===== config.mk =====
export PLATFORM = sky130hd
export DESIGN_NAME = wstep_engine
export DESIGN_NICKNAME = d
export VERILOG_FILES = /design/src/rtl/wstep_pkg.sv /design/src/rtl/wstep_bus_watch.sv /design/src/rtl/wstep_tap_ctr.sv /design/src/rtl/wstep_engine.sv
export SDC_FILE = /design/constraint.sdc
export NUM_CORES = 1
export LEC_CHECK = 0
export BUFFER_PORTS_ARGS = -buffer_cell sky130_fd_sc_hd__buf_2
export CORE_MARGIN = 5
export CORE_UTILIZATION = 55
export CTS_CLUSTER_DIAMETER = 80
export DETAILED_ROUTE_END_ITERATION = 12
export PLACE_DENSITY = 0.8
export SLEW_MARGIN = 30
export SYNTH_ARGS = -nofsm -noshare
export SYNTH_HDL_FRONTEND = slang
export SYNTH_HIERARCHICAL = 1
export SYNTH_SLANG_ARGS = --single-unit

===== constraint.sdc =====
create_clock -name clk -period 4.8 [get_ports clk]
set_input_delay 0.24 -clock clk [delete_from_list [all_inputs] [get_ports clk]]
set_output_delay 0.24 -clock clk [all_outputs]
set_load 0.03 [all_outputs]

===== src/rtl/wstep_pkg.sv =====
package wstep_pkg;

    typedef enum logic {
        DIR_DN = 1'b0,
        DIR_UP = 1'b1
    } step_dir_e;

    typedef struct packed {
        logic      live;   // session open
        logic      armed;  // SCL is high inside a session, step pending
        step_dir_e dir;    // direction captured at SCL rise
    } sess_st_t;

    // Saturating one-tap move between 0 and top
    function automatic int unsigned tap_next(int unsigned cur, int unsigned top, step_dir_e d);
        if (d == DIR_UP) begin
            return (cur >= top) ? top : cur + 1;
        end
        return (cur == 0) ? 0 : cur - 1;
    endfunction

endpackage


===== src/rtl/wstep_bus_watch.sv =====
module wstep_bus_watch
    import wstep_pkg::*;
#(
    parameter int NUM_CH = 2
) (
    input  logic              clk,
    input  logic              rst,
    input  logic              sess_go,
    input  logic [NUM_CH-1:0] chan_sel_in,
    input  logic              scl_lvl,
    input  logic              scl_rise,
    input  logic              scl_fall,
    input  logic              sda_lvl,
    input  logic              sda_rise,
    input  logic              sda_fall,
    output logic              commit,
    output step_dir_e         commit_dir,
    output logic [NUM_CH-1:0] sel_q
);

    sess_st_t st;
    logic     bus_cond;

    // Any SDA movement while SCL is high is a start or a stop
    assign bus_cond = scl_lvl & (sda_rise | sda_fall);

    always_ff @(posedge clk) begin
        if (rst) begin
            st    <= '{live: 1'b0, armed: 1'b0, dir: DIR_DN};
            sel_q <= '0;
        end else if (bus_cond) begin
            st.live  <= 1'b0;
            st.armed <= 1'b0;
        end else if (sess_go) begin
            st.live  <= 1'b1;
            st.armed <= 1'b0;
            sel_q    <= chan_sel_in;
        end else if (scl_rise && st.live) begin
            st.armed <= 1'b1;
            st.dir   <= step_dir_e'(sda_lvl);
        end else if (scl_fall) begin
            st.armed <= 1'b0;
        end
    end

    assign commit     = scl_fall & st.armed;
    assign commit_dir = st.dir;

endmodule


===== src/rtl/wstep_tap_ctr.sv =====
module wstep_tap_ctr
    import wstep_pkg::*;
#(
    parameter int TAP_W = 5
) (
    input  logic             clk,
    input  logic             rst,
    input  logic             en,
    input  step_dir_e        dir,
    output logic [TAP_W-1:0] pos
);

    localparam int unsigned TOP = (1 << TAP_W) - 1;

    always_ff @(posedge clk) begin
        if (rst) begin
            pos <= '0;
        end else if (en) begin
            pos <= TAP_W'(tap_next(32'(pos), TOP, dir));
        end
    end

endmodule


===== src/rtl/wstep_engine.sv =====
module wstep_engine
    import wstep_pkg::*;
#(
    parameter int NUM_CH = 2,
    parameter int TAP_W  = 5
) (
    input  logic                    clk,
    input  logic                    rst,
    input  logic                    sess_go,
    input  logic [NUM_CH-1:0]       chan_sel_in,
    input  logic                    scl_lvl,
    input  logic                    scl_rise,
    input  logic                    scl_fall,
    input  logic                    sda_lvl,
    input  logic                    sda_rise,
    input  logic                    sda_fall,
    output logic [NUM_CH*TAP_W-1:0] wiper_pos,
    output logic                    step_stb
);

    logic              commit;
    step_dir_e         commit_dir;
    logic [NUM_CH-1:0] sel_q;

    wstep_bus_watch #(.NUM_CH(NUM_CH)) watch_i (
        .clk        (clk),
        .rst        (rst),
        .sess_go    (sess_go),
        .chan_sel_in(chan_sel_in),
        .scl_lvl    (scl_lvl),
        .scl_rise   (scl_rise),
        .scl_fall   (scl_fall),
        .sda_lvl    (sda_lvl),
        .sda_rise   (sda_rise),
        .sda_fall   (sda_fall),
        .commit     (commit),
        .commit_dir (commit_dir),
        .sel_q      (sel_q)
    );

    for (genvar c = 0; c < NUM_CH; c++) begin : g_ch
        wstep_tap_ctr #(.TAP_W(TAP_W)) ctr_i (
            .clk(clk),
            .rst(rst),
            .en (commit & sel_q[c]),
            .dir(commit_dir),
            .pos(wiper_pos[c*TAP_W +: TAP_W])
        );
    end

    always_ff @(posedge clk) begin
        if (rst) begin
            step_stb <= 1'b0;
        end else begin
            step_stb <= commit;
        end
    end

endmodule


==> qor.yml <==
syn_area_sq_mm: 0.001105
seq_area_frac_synth_pct: 28.99
maxCapViolCount: 0
clk_latency_ns: 0.29
max_freq_mhz: 554.0
fin_tns_setup_ns: 0
leakage_nw: 0.4618
dieArea_sq_mm: 0.003005
setup_slack_ns: 2.995
hold_violations: 0
cts_made_buffers: 3
dp.cells: 179
powerDensity_mw_per_mm2: 198.4
vias_per_cell: 5.792
cp.arrival_ns: 1.98
dp_hpwl_microns: 1719
postCtsResizedCells: 0
final_nets: 174
synth.distinct_cells: 35
drtIter0Drc: 17
layout.cells.non_filler: 183
cts_setup_buffers: 0
num_rows: 16
ctsHoldBuffers: 0
area_growth_pct: 10.65
grt_overflow: 0
grt_start_max_net_pins: 28
grt.busiest_layer: "met2"
start_kind: "flop"
avgSynthCellArea_sq_um: 7.948
finalCriticalPeriod_ns: 1.805
slew_headroom_pct: 46.30
grt.met2_usage_pct: 32.28
critical_path.max_fanout: 9
vias: 1060
h-tree-depth: 1
criticalPathCategory: "flop to flop"
holdCritPathClass: "input port to flop"
grt_use_met1_pct: 23.53
synth-simple-area-share_pct: 31.48
wl_microns: 2382
yosysWarnings: 6
finClkSkew_ns: 0.004841
clk_path_buf_depth: 2
first_pass_iters: 5
synth_edf_count: 0
portBuffers: 21
grt_usage_pct: 19.48
fin_crit_sh_pct: 37.60
cp.required_ns: 4.98
gp_congestion: 0.8651
die_x_microns: 54.82
final_util_pct: 62.95
synthAdderAreaFrac_pct: 6.795
io_pins: 22
dp_slack_ns: 3.030
finalSetupViolations: 0
cts_tree: "done"
worst_hold_slack_ns: 0.1405
ir_drop_v: 0.0001977
clk_pin_slew_ns: 0.10
cp-end-kind: "flop"
die_h_microns: 54.82
placed_area_sq_mm: 0.001186
yosys_register_bits: 16
drive_gt1_share_pct: 18.59
clock-sinks: 16
synth_top_family_by_area: "simple AND/OR/NAND/NOR gates"
slew_violations: 0
tightest_slew_ns: 0.8043
syn_nets: 156
synth_compound_area_share_pct: 23.33
final_area_sq_mm: 0.001222
ys_async_sr_fraction_pct: 0
antenna_found_initial: 0
grt_pass1_wl_microns: 4291
synthFlopType: "dfxtp_1"
synthMuxAreaShare_pct: 1.812
synth_xor_area_share_pct: 0
cts-root-buf: "clkbuf_4"
grt_pass1_vias: 1021
outcome: "complete, no violations"
netlist_instances: 139
ant_nets: 0
grtUsageMet3_pct: 4.632
wl_per_cell_microns: 13.02
rsz0062_at_grt: "no"
initial_core_util_pct: 56.89
core-area_sq_mm: 0.001942
n_antenna_cell: 0
route.detailed.drc: 0
total_power_mw: 0.2426
power breakdown:
group / switching, mW / internal, mW
Combinational: 0.00760 / 0.00723
Clock: 0.0451 / 0.0463
Sequential: 0.00181 / 0.135
Total: 0.0546 / 0.188
metal layers:
layer | vias to the layer above | part of all wire, %
met1 | 479 | 44
met5 | - | 0
met4 | 0 | 2.5
met3 | 6 | 5.2
li1 | 539 | -
met2 | 36 | 48
cells in the final DEF, fill, tap and decap left out, types with 3 or more instances in the layout:
| master | count |
|---|---|
| a211oi_1 | 6 |
| a21oi_1 | 3 |
| and2_1 | 3 |
| buf_2 | 21 |
| clkbuf_4 | 3 |
| dfxtp_1 | 16 |
| ha_1 | 6 |
| inv_1 | 7 |
| nand2_1 | 12 |
| nand2b_1 | 8 |
| nand3_1 | 4 |
| nor2_1 | 17 |
| nor3_1 | 5 |
| nor4_1 | 5 |
| o21a_1 | 3 |
| o21ai_0 | 5 |
kinds of logic after synthesis:
family | after synthesis
AOI/OAI and AO/OA | 34
adders and majority gates | 6
buffers and inverters | 15
DFF | 16
muxes | 2
and+or+nand+nor | 66
synth_stat cells (all sizes together) (3+ instances only):
| master | number | area (sq um) |
|---|---|---|
| ha | 6 | 75.07 |
| nor4 | 5 | 31.28 |
| and2 | 3 | 18.77 |
| o21a | 3 | 22.52 |
| dfxtp | 16 | 320.3 |
| nor2b | 3 | 26.27 |
| a211oi | 6 | 45.04 |
| buf | 8 | 57.55 |
| o21ai | 5 | 25.02 |
| nor3 | 5 | 25.02 |
| nand3 | 4 | 20.02 |
| a21oi | 3 | 15.01 |
| inv | 7 | 26.28 |
| nand2b | 8 | 50.05 |
| nand2 | 12 | 45.04 |
| nor2 | 17 | 63.81 |
sequential cells by signal, indices dropped and copies added (netlist names):
name                cells
watch_i/st              2
step_stb                1
watch_i/sel_q           2
g_ch.ctr_i/pos         10
watch_i/commit_dir      1
final timing paths:
kind,start,slack (ns),to,cells after the start
min reg2reg,watch_i/sel_q[0]$_SDFFE_PP0P_,0.48,watch_i/sel_q[0]$_SDFFE_PP0P_,2
max reg2reg,g_ch[0].ctr_i/pos[0]$_SDFFE_PP0P_,3.00,g_ch[0].ctr_i/pos[3]$_SDFFE_PP0P_,7
max,g_ch[0].ctr_i/pos[0]$_SDFFE_PP0P_,3.00,g_ch[0].ctr_i/pos[3]$_SDFFE_PP0P_,7
min,sess_go,0.14,watch_i/st[1]$_SDFFE_PP0P_,2
worst max-delay path, stage by stage, from the launching register on:
cell      delay, ns
dfxtp_1        0.41
ha_1           0.27
and3_1         0.18
ha_1           0.19
a21boi_1       0.17
o21ai_0        0.14
a211oi_1       0.26
nor3_1         0.07
area by class of cell:
class                      count  area (sq um)
tap                           27         33.78
fill                         181         719.4
multi-input combinational    108         700.7
sequential                    16         320.3
timing repair buffer          21         105.1
clock buffer                   4         36.28
inverter                       7         26.28
No activity file was read; power rests on OpenSTA's default activity.
